===== config.mk =====
export PLATFORM = sky130hd
export DESIGN_NAME = pcpwm_timer
export DESIGN_NICKNAME = d
export VERILOG_FILES = /design/src/rtl/pcpwm_pkg.sv /design/src/rtl/pcpwm_counter.sv /design/src/rtl/pcpwm_channel.sv /design/src/rtl/pcpwm_flag.sv /design/src/rtl/pcpwm_timer.sv
export SDC_FILE = /design/constraint.sdc
export NUM_CORES = 1
export LEC_CHECK = 0
export BUFFER_PORTS_ARGS = -buffer_cell sky130_fd_sc_hd__buf_4
export CAP_MARGIN = 20
export CORE_AREA = 2 2 68 70
export CTS_CLUSTER_SIZE = 20
export DETAILED_ROUTE_END_ITERATION = 10
export DIE_AREA = 0 0 70 72
export PLACE_DENSITY = 0.82
export SYNTH_ARGS = -nofsm -noshare
export SYNTH_HDL_FRONTEND = slang
export SYNTH_SLANG_ARGS = --single-unit

===== constraint.sdc =====
create_clock -name clk -period 2 [get_ports clk]
set_input_delay 0.2 -clock clk [delete_from_list [all_inputs] [get_ports clk]]
set_output_delay 0.2 -clock clk [all_outputs]
set_load 0.01 [all_outputs]

===== src/rtl/pcpwm_pkg.sv =====
package pcpwm_pkg;

    typedef enum logic {
        DIR_UP   = 1'b0,
        DIR_DOWN = 1'b1
    } dir_t;

    typedef enum logic {
        POL_NONINV = 1'b0,
        POL_INV    = 1'b1
    } out_pol_t;

    typedef enum logic {
        TOP_FIXED = 1'b0,
        TOP_CMPA  = 1'b1
    } top_src_t;

    // Per-cycle view of the counter shared with the channels
    typedef struct packed {
        logic tick;          // enabled tick this cycle
        dir_t dir;           // direction of the current count value
        logic at_top;        // count at (or past) TOP
        logic reach_bottom;  // this tick moves the count onto zero
    } cnt_status_t;

    // Pin level written on a compare match
    function automatic logic match_level(dir_t d, out_pol_t p);
        return (d == DIR_DOWN) ^ (p == POL_INV);
    endfunction

endpackage


===== src/rtl/pcpwm_counter.sv =====
module pcpwm_counter
    import pcpwm_pkg::*;
#(
    parameter int W = 8
) (
    input  logic         clk,
    input  logic         rst,
    input  logic         tick_en,
    input  logic [W-1:0] top_val,
    output logic [W-1:0] count_o,
    output cnt_status_t  status_o
);

    localparam logic [W-1:0] ZERO = '0;
    localparam logic [W-1:0] ONE  = W'(1);

    logic [W-1:0] cnt_q, cnt_d;
    dir_t         dir_q, dir_d;

    always_comb begin
        cnt_d = cnt_q;
        dir_d = dir_q;
        if (tick_en) begin
            case (dir_q)
                DIR_UP: begin
                    if (cnt_q >= top_val) begin
                        if (top_val == ZERO) begin
                            cnt_d = ZERO;
                        end else begin
                            cnt_d = cnt_q - ONE;
                            dir_d = DIR_DOWN;
                        end
                    end else begin
                        cnt_d = cnt_q + ONE;
                    end
                end
                DIR_DOWN: begin
                    if (cnt_q == ZERO) begin
                        if (top_val == ZERO) begin
                            cnt_d = ZERO;
                        end else begin
                            cnt_d = ONE;
                            dir_d = DIR_UP;
                        end
                    end else begin
                        cnt_d = cnt_q - ONE;
                    end
                end
                default: begin
                    cnt_d = cnt_q;
                    dir_d = dir_q;
                end
            endcase
        end
    end

    always_ff @(posedge clk) begin
        if (rst) begin
            cnt_q <= ZERO;
            dir_q <= DIR_UP;
        end else begin
            cnt_q <= cnt_d;
            dir_q <= dir_d;
        end
    end

    assign count_o               = cnt_q;
    assign status_o.tick         = tick_en;
    assign status_o.dir          = dir_q;
    assign status_o.at_top       = (cnt_q >= top_val);
    assign status_o.reach_bottom = tick_en && (cnt_q != ZERO) && (cnt_d == ZERO);

    AST_IDLE_HOLD: assert property (@(posedge clk) disable iff (rst)
        !tick_en |=> $stable(cnt_q) && $stable(dir_q));

    AST_RISE_STEP: assert property (@(posedge clk) disable iff (rst)
        (tick_en && dir_q == DIR_UP && cnt_q < top_val) |=> cnt_q == $past(cnt_q) + ONE);

    AST_TOP_ONE_TICK: assert property (@(posedge clk) disable iff (rst)
        (tick_en && dir_q == DIR_UP && cnt_q == top_val && top_val != ZERO)
        |=> (dir_q == DIR_DOWN) && (cnt_q == $past(cnt_q) - ONE));

endmodule


===== src/rtl/pcpwm_channel.sv =====
module pcpwm_channel
    import pcpwm_pkg::*;
#(
    parameter int W = 8
) (
    input  logic         clk,
    input  logic         rst,
    input  cnt_status_t  st,
    input  logic [W-1:0] count,
    input  logic [W-1:0] cmp_in,
    input  out_pol_t     pol,
    input  logic         force_low,
    output logic [W-1:0] act_o,
    output logic         match_o,
    output logic         pwm_o
);

    logic [W-1:0] act_q;
    logic         pin_q;

    assign match_o = st.tick && (count == act_q);

    always_ff @(posedge clk) begin
        if (rst) begin
            act_q <= '0;
            pin_q <= 1'b0;
        end else begin
            if (st.tick && st.at_top) begin
                act_q <= cmp_in;
            end
            if (match_o) begin
                pin_q <= match_level(st.dir, pol);
            end
        end
    end

    assign act_o = act_q;
    assign pwm_o = force_low ? 1'b0 : pin_q;

    AST_BUF_HOLD: assert property (@(posedge clk) disable iff (rst)
        !(st.tick && st.at_top) |=> $stable(act_q));

    AST_UP_MATCH_NONINV: assert property (@(posedge clk) disable iff (rst)
        (match_o && st.dir == DIR_UP && pol == POL_NONINV) |=> !pin_q);

    AST_DOWN_MATCH_INV: assert property (@(posedge clk) disable iff (rst)
        (match_o && st.dir == DIR_DOWN && pol == POL_INV) |=> !pin_q);

    AST_PIN_QUIET: assert property (@(posedge clk) disable iff (rst)
        !match_o |=> $stable(pin_q));

endmodule


===== src/rtl/pcpwm_flag.sv =====
module pcpwm_flag (
    input  logic clk,
    input  logic rst,
    input  logic set_i,
    input  logic clr_i,
    output logic q_o
);

    always_ff @(posedge clk) begin
        if (rst) begin
            q_o <= 1'b0;
        end else if (set_i) begin
            q_o <= 1'b1;
        end else if (clr_i) begin
            q_o <= 1'b0;
        end
    end

    AST_FLAG_STICKY: assert property (@(posedge clk) disable iff (rst)
        (q_o && !clr_i) |=> q_o);

    AST_FLAG_SET: assert property (@(posedge clk) disable iff (rst)
        set_i |=> q_o);

endmodule


===== src/rtl/pcpwm_timer.sv =====
module pcpwm_timer
    import pcpwm_pkg::*;
#(
    parameter int W = 8
) (
    input  logic         clk,
    input  logic         rst,
    input  logic         tick_en,
    input  logic         top_sel,
    input  logic         invert,
    input  logic [W-1:0] cmp_a,
    input  logic [W-1:0] cmp_b,
    input  logic         clr_ovf,
    input  logic         clr_cmp_a,
    input  logic         clr_cmp_b,
    output logic         pwm_a,
    output logic         pwm_b,
    output logic [W-1:0] count,
    output logic         ovf_flag,
    output logic         cmp_flag_a,
    output logic         cmp_flag_b
);

    localparam int             NCH     = 2;
    localparam int             NFLAG   = NCH + 1;
    localparam logic [W-1:0]   TOP_MAX = '1;

    top_src_t    src;
    out_pol_t    pol;
    cnt_status_t st;
    logic [W-1:0] top_val;

    logic [W-1:0] cmp_in    [NCH];
    logic [W-1:0] act       [NCH];
    logic         match     [NCH];
    logic         pin       [NCH];
    logic         force_off [NCH];
    logic         fl_set    [NFLAG];
    logic         fl_clr    [NFLAG];
    logic         fl_q      [NFLAG];

    assign src     = top_src_t'(top_sel);
    assign pol     = out_pol_t'(invert);
    assign top_val = (src == TOP_CMPA) ? act[0] : TOP_MAX;

    always_comb begin
        cmp_in[0]    = cmp_a;
        cmp_in[1]    = cmp_b;
        force_off[0] = (src == TOP_CMPA);
        force_off[1] = 1'b0;
        fl_set[0]    = st.reach_bottom;
        fl_clr[0]    = clr_ovf;
        fl_clr[1]    = clr_cmp_a;
        fl_clr[2]    = clr_cmp_b;
        for (int c = 0; c < NCH; c++) begin
            fl_set[c+1] = match[c];
        end
    end

    pcpwm_counter #(.W(W)) u_cnt (
        .clk      (clk),
        .rst      (rst),
        .tick_en  (tick_en),
        .top_val  (top_val),
        .count_o  (count),
        .status_o (st)
    );

    for (genvar g = 0; g < NCH; g++) begin : g_ch
        pcpwm_channel #(.W(W)) u_ch (
            .clk       (clk),
            .rst       (rst),
            .st        (st),
            .count     (count),
            .cmp_in    (cmp_in[g]),
            .pol       (pol),
            .force_low (force_off[g]),
            .act_o     (act[g]),
            .match_o   (match[g]),
            .pwm_o     (pin[g])
        );
    end

    for (genvar f = 0; f < NFLAG; f++) begin : g_flag
        pcpwm_flag u_flag (
            .clk   (clk),
            .rst   (rst),
            .set_i (fl_set[f]),
            .clr_i (fl_clr[f]),
            .q_o   (fl_q[f])
        );
    end

    assign pwm_a      = pin[0];
    assign pwm_b      = pin[1];
    assign ovf_flag   = fl_q[0];
    assign cmp_flag_a = fl_q[1];
    assign cmp_flag_b = fl_q[2];

    AST_OVF_AT_ZERO: assert property (@(posedge clk) disable iff (rst)
        $rose(ovf_flag) |-> (count == '0));

    AST_B_FLAG_CAUSE: assert property (@(posedge clk) disable iff (rst)
        $rose(cmp_flag_b) |-> ($past(count) == $past(act[1])));

    AST_A_PIN_OFF: assert property (@(posedge clk) disable iff (rst)
        ($past(top_sel) && top_sel && $past(src) == TOP_CMPA) |-> !pwm_a);

endmodule


### After elaboration in Yosys (flattened, before gate mapping)

Cells that the tools add are included.

* register bits after elaboration: 30
* logic and storage cells: 47

* $add $sub $neg: 2
* order comparisons: 1
* equality and inequality tests: 2
* multiplexer cells: 19
* bitwise operators: 2
* reductions and logical operators: 12

Operators by type and width (number)
* 8-bit two-way mux: 5
* 8-bit zero test: 3
* 8-bit == test: 2
* 8-bit case mux with 2 select lines: 1
* 1-bit two-way mux: 12
* 8-bit by 1-bit adder with 8-bit output, second input constant: 1
* 8-bit >= comparator: 1
* 8-bit nonzero test: 1
* 8-bit by 1-bit subtractor with 8-bit output, second input constant: 1
* 2-bit nonzero test: 3
* 1-bit logical AND: 5
* 1-bit case mux with 2 select lines: 1
* 1-bit inverter: 1
* 1-bit XOR: 1

### Longest topological paths before layout

* depth after elaboration: 9
* gate-level depth with buffers: 11
* gate-level depth less buffers: 9

### Cells and area by module

From an unflattened synthesis, not the netlist that was laid out.

* cell total of the unflattened synthesis: 285
* area total of the unflattened synthesis: 2184.6 µm²

Modules (own cells, without submodules)
* pcpwm_counter: times used 1, cells each 156, area an instance 1138.6 µm²
* pcpwm_channel: times used 2, cells each 54, area an instance 437.9 µm²
* pcpwm_flag: times used 3, cells each 4, area an instance 38.8 µm²
* pcpwm_timer: times used 1, cells each 9, area an instance 53.8 µm²

### Worst setup path after synthesis

Ideal clock, no wire load.

* path type: reg2reg
* start: reg u_cnt.cnt_q[0] (netlist: u_cnt.count_o[0])
* end: reg g_flag[0].u_flag.q_o
* library setup time: 84 ps
* data arrival time: 2144 ps
* required time: 1916 ps
* slack: -228 ps
* cell stages (with the launch flop): 11
* path buffers: 1
* cell sequence: dfxtp_1 -> buf_6 -> inv_1 -> ha_1 -> nand2b_1 -> a31oi_4 -> o21a_2 -> nor2_2 -> a221oi_2 -> nand3_1 -> o31ai_2

* longest elaborated chain between the ends: 8
* elaborated cells between the ends (all ways): 15
* those cells by class: add/sub (2); order compare (1); mux (6); reduce/logical (6)

RTL lines
* from (decl): line pcpwm_counter.sv:17 `logic [W-1:0] cnt_q, cnt_d;`
* from (signal assigned): line pcpwm_counter.sv:62 `cnt_q <= cnt_d;`
* 8-bit by 1-bit subtractor with 8-bit output: line pcpwm_counter.sv:30, pcpwm_counter.sv:46
* 8-bit two-way mux: line pcpwm_counter.sv:27 `if (top_val == ZERO) begin`
* 8-bit two-way mux: line pcpwm_counter.sv:26 `if (cnt_q >= top_val) begin`
* 8-bit case mux with 2 select lines: line pcpwm_counter.sv:24 `case (dir_q)`
* 8-bit two-way mux: line pcpwm_counter.sv:23 `if (tick_en) begin`
* 8-bit zero test: line pcpwm_counter.sv:71 `assign status_o.reach_bottom = tick_en && (cnt_q != ZERO) && (cnt_d == ZERO);`
* 1-bit logical AND *: line pcpwm_counter.sv:71
* 1-bit two-way mux or 2-bit nonzero test (tied branches)
* to (signal assigned): line pcpwm_flag.sv:11 `q_o <= 1'b0;`
* to (signal assigned): line pcpwm_flag.sv:13 `q_o <= 1'b1;`
* to (signal assigned): line pcpwm_flag.sv:15 `q_o <= 1'b0;`
* to (decl): line pcpwm_flag.sv:6 `output logic q_o`

Mark *: on every way between the ends. The rest lies on a longest branch, timed or not.
A chain may end at the register's enable or synchronous reset.

### Worst setup path in the final report

* start: reg g_ch[0].u_ch.act_q[7]
* end: reg g_flag[0].u_flag.q_o

* longest elaborated chain between the ends: 9
* elaborated cells between the ends (all ways): 13
* those cells by class: order compare (1); mux (8); reduce/logical (4)

RTL lines
* from (decl): line pcpwm_channel.sv:18 `logic [W-1:0] act_q;`
* from (signal assigned): line pcpwm_channel.sv:29 `act_q <= cmp_in;`
* 8-bit two-way mux *: line pcpwm_timer.sv:44 `assign top_val = (src == TOP_CMPA) ? act[0] : TOP_MAX;`
* parallel branches: the longest is 3 deep, another holds 8-bit >= comparator
* 8-bit case mux with 2 select lines *: line pcpwm_counter.sv:24
* 8-bit two-way mux *: line pcpwm_counter.sv:23
* 8-bit zero test *: line pcpwm_counter.sv:71
* 1-bit logical AND *: line pcpwm_counter.sv:71
* 1-bit two-way mux or 2-bit nonzero test (tied branches)

Mark *: on every way between the ends.

==> flow_metrics.py <==
metrics = {
    "run_status": {
        "status": "finished with violations",
        "violations": "negative setup slack",
    },
    "routing": {
        "viasPerCell": 5.574,
        "drt_iter0_drc": 179,
        "wl_mm": 5.885,
        "firstDrtPassIters": 4,
        "vias": 2118,
        "avgRoutedWirePerCell_um": 15.49,
        "antenna_left": 0,
        "drc": 0,
    },
    "power_and_ir_drop": {
        "pwr-share-comb_pct": 24.9,
        "p_total_mw": 1.465,
        "ir_drop_uv": 409.8,
        "pwr-share-clk_pct": 32.4,
        "p_int_mw": 1.035,
        "p_seq_share_pct": 42.7,
        "power.leakage_nw": 1.269,
        "p_sw_share_pct": 29.38,
        "net-switching-power_mw": 0.4304,
        "power_density_nw_per_um2": 518.4,
    },
    "synth": {
        "syn_inst": 258,
        "yosys.cell_count.top_type": "nand2_1",
        "yosys_warnings": 0,
        "yosysSeqAreaShare_pct": 28.61,
        "synth_area_leaders": "dfxtp_1 29%, nand2_1 8.4%, xor2_1 6.7%",
        "synth_area_per_cell_um2": 8.138,
        "yosys.area.top_type_share_pct": 28.61,
        "synth_flop_cell": "dfxtp_1",
        "synth_commonest_cells": "47 x nand2_1, 30 x dfxtp_1, 24 x a21oi_1, 24 x nor2_1, 16 x xor2_1",
        "synthArstFlopShare_pct": 0,
        "syn_nets": 293,
        "synth_top_area_cell": "dfxtp_1",
        "syn_area_um2": 2100,
        "synth.distinct_cells": 48,
        "ys_ff_latch": 30,
        "synth_edf_count": 0,
    },
    "worst_setup_path": {
        "critPathLaunchType": "flip-flop",
        "cp-end-kind": "flip-flop",
        "cp_slowest_cell": "or3_4",
        "cpPeakStageDelay_ns": 0.37,
        "startpoint": "g_ch[0].u_ch.act_o[7]",
        "r2r_start": "g_ch[0].u_ch.act_o[7]",
        "path_class": "flip-flop to flip-flop",
        "path_max_fanout": 8,
        "crit_chain": "nor2b_2, ha_1, nand2_1, or3_4, o21a_4, and3_4, o32ai_4, nand4_1, o31ai_2",
        "reg2reg_depth": 9,
        "reg2reg_slack_ns": -0.38,
        "crit_required_ns": 2.21,
        "worstPathArrival_ns": 2.59,
        "regToRegEndpoint": "g_flag[0].u_flag.q_o",
        "critPathTopFamily": "simple AND/OR/NAND/NOR gates",
        "critPathBufInv": 0,
    },
    "sta": {
        "hold_viol_final": 0,
        "slew_headroom_pct": 73.53,
        "finalSetupViolations": 24,
        "whs_ns": 0.1487,
        "fin_ws_ns": -0.3799,
        "drv_slew": 0,
        "timing.fmax_ghz": 0.4202,
        "tightest_slew_ns": 0.3940,
        "setup_tns_ns": -3.181,
        "finalCritPeriodShare_pct": 119.0,
        "period_minus_slack_ns": 2.380,
        "fin_skew_ns": 0.008723,
        "rsz0062_at_grt": "true",
    },
    "global_route": {
        "antenna_found_initial": 0,
        "grt_pass1_wl_mm": 9.639,
        "grt_pass1_vias": 2111,
        "grt_max_degree": 32,
        "track_usage_pct": 24.06,
        "grt_overflow": 0,
    },
    "clocking": {
        "path_clk_slew_ns": 0.07,
        "cts-root-buf": "clkbuf_8",
        "ctsHoldBuffers": 0,
        "h-tree-depth": 2,
        "tritoncts": "yes",
        "cts.sinks": 30,
        "clock_latency_ns": 0.29,
        "cts_buffers": 5,
        "clock_path_buffers": 2,
    },
    "layout": {
        "drive_above_1_share_pct": 37.50,
        "register_area_um2": 608.1,
        "nNetsFinal": 363,
        "n_fill_cell": 347,
        "area_growth_pct": 34.62,
        "multi_input_area_um2": 1426,
        "num_antenna_cells": 0,
    },
    "die": {
        "die_w_um": 70,
        "core_area_um2": 4264,
        "die_area_um2": 5040,
        "die_h_um": 72,
        "start_util_pct": 49.24,
        "ios": 37,
        "fp-row-count": 24,
    },
    "hold_path": {
        "min_delay_worst_endpoint": "g_ch[0].u_ch.act_o[7]",
        "hold_path_startpoint": "cmp_a[7]",
        "hold_class": "primary input to flip-flop",
        "hold_depth": 3,
    },
    "placement": {
        "pre_cts_slack_ns": -0.2883,
        "hpwl_mm": 4.272,
        "port_buffers": 36,
        "gp_congestion": 0.9555,
    },
    "run": {
        "drv_cap": 0,
    },
}
==> timing repair <==
item	CTS	global route
endpoints found under the setup margin	24	26
resized for setup	3	14
pin swaps	3	10
gates cloned	0	0
setup buffers	2	0
==> layer usage <==
layer	vias up	wire [um]	global-route usage (%)
li1	1031	-	-
met1	987	2353	28.20
met2	78	3058	43.70
met3	22	280	3.889
met4	0	193	10.26
met5	-	0	0
==> worst reg2reg max path: stages (launching register included) <==
cell,delay (ns)
dfxtp_2,0.35
nor2b_2,0.05
ha_1,0.30
nand2_1,0.09
or3_4,0.37
o21a_4,0.25
and3_4,0.19
o32ai_4,0.28
nand4_1,0.17
o31ai_2,0.25
==> layout by cell type, fill, tap and decap left out, types with 3 or more instances in the layout <==
master     n
nor4_1     5
nand2_1   47
a221oi_2   3
mux2i_1    5
dfxtp_2    6
xor2_1    16
nor2_1    22
nand3_1    4
a21oi_1   23
dfxtp_1   24
nor3_1     7
nor2b_1    7
and3_1     3
inv_1      5
ha_1      10
nand4_1    4
o211ai_1   3
buf_4     77
clkbuf_8   5
nand2b_1   3
==> logic make-up after synthesis <==
family          synth area share, %
mux                           3.457
compound gates                18.18
flops                         28.61
buf+inv                       7.687
simple gates                  28.01
xor+xnor                      7.509
fa+ha+maj                     6.555
==> state kept, by name, indices dropped and copies added, names as in the netlist <==
signal	cells
g_ch.u_ch.act_o	16
u_cnt.count_o	8
g_flag.u_flag.q_o	3
g_ch.u_ch.pin_q	2
u_cnt.dir_q	1
==> worst max path at each step <==
| stage | to | slack [ns] | cells after the start |
|---|---|---|---|
| 3_3_place_gp | g_flag[0].u_flag.q_o | -0.25 | 10 |
| 2_1_floorplan | g_flag[0].u_flag.q_o | -0.14 | 9 |
| 6_report | g_flag[0].u_flag.q_o | -0.38 | 9 |
| 5_1_grt | g_flag[0].u_flag.q_o | -0.49 | 9 |
| 4_1_cts | g_flag[0].u_flag.q_o | -0.22 | 9 |
| 3_5_place_dp | g_flag[0].u_flag.q_o | -0.29 | 10 |
==> final cells by class <==
class,instances,area share (%)
well taps,52,2.302
flip-flops and latches,30,21.51
multi-input cells,205,50.46
clock inverters,2,0.5312
repair buffers,80,21.96
clock buffers,5,2.435
inverters,6,0.7968
==> power groups by stage <==
stage | Sequential [mW] | Combinational, mW | Clock (mW)
floorplan | 0.645 | 0.192 | 0
global placement | 0.638 | 0.327 | 0
detailed placement | 0.639 | 0.340 | 0
CTS | 0.625 | 0.347 | 0.484
global route | 0.627 | 0.396 | 0.499
finish | 0.626 | 0.365 | 0.475
==> stage by stage <==
step	instances	area, um^2	utilization, %
floorplan	258	2121	-
global placement	371	2645	62.03
detailed placement	371	2645	62.03
CTS	380	2759	64.70
global route	380	2826	66.29
finish	380	2826	66.29
Power figures use the tool's default switching activity.
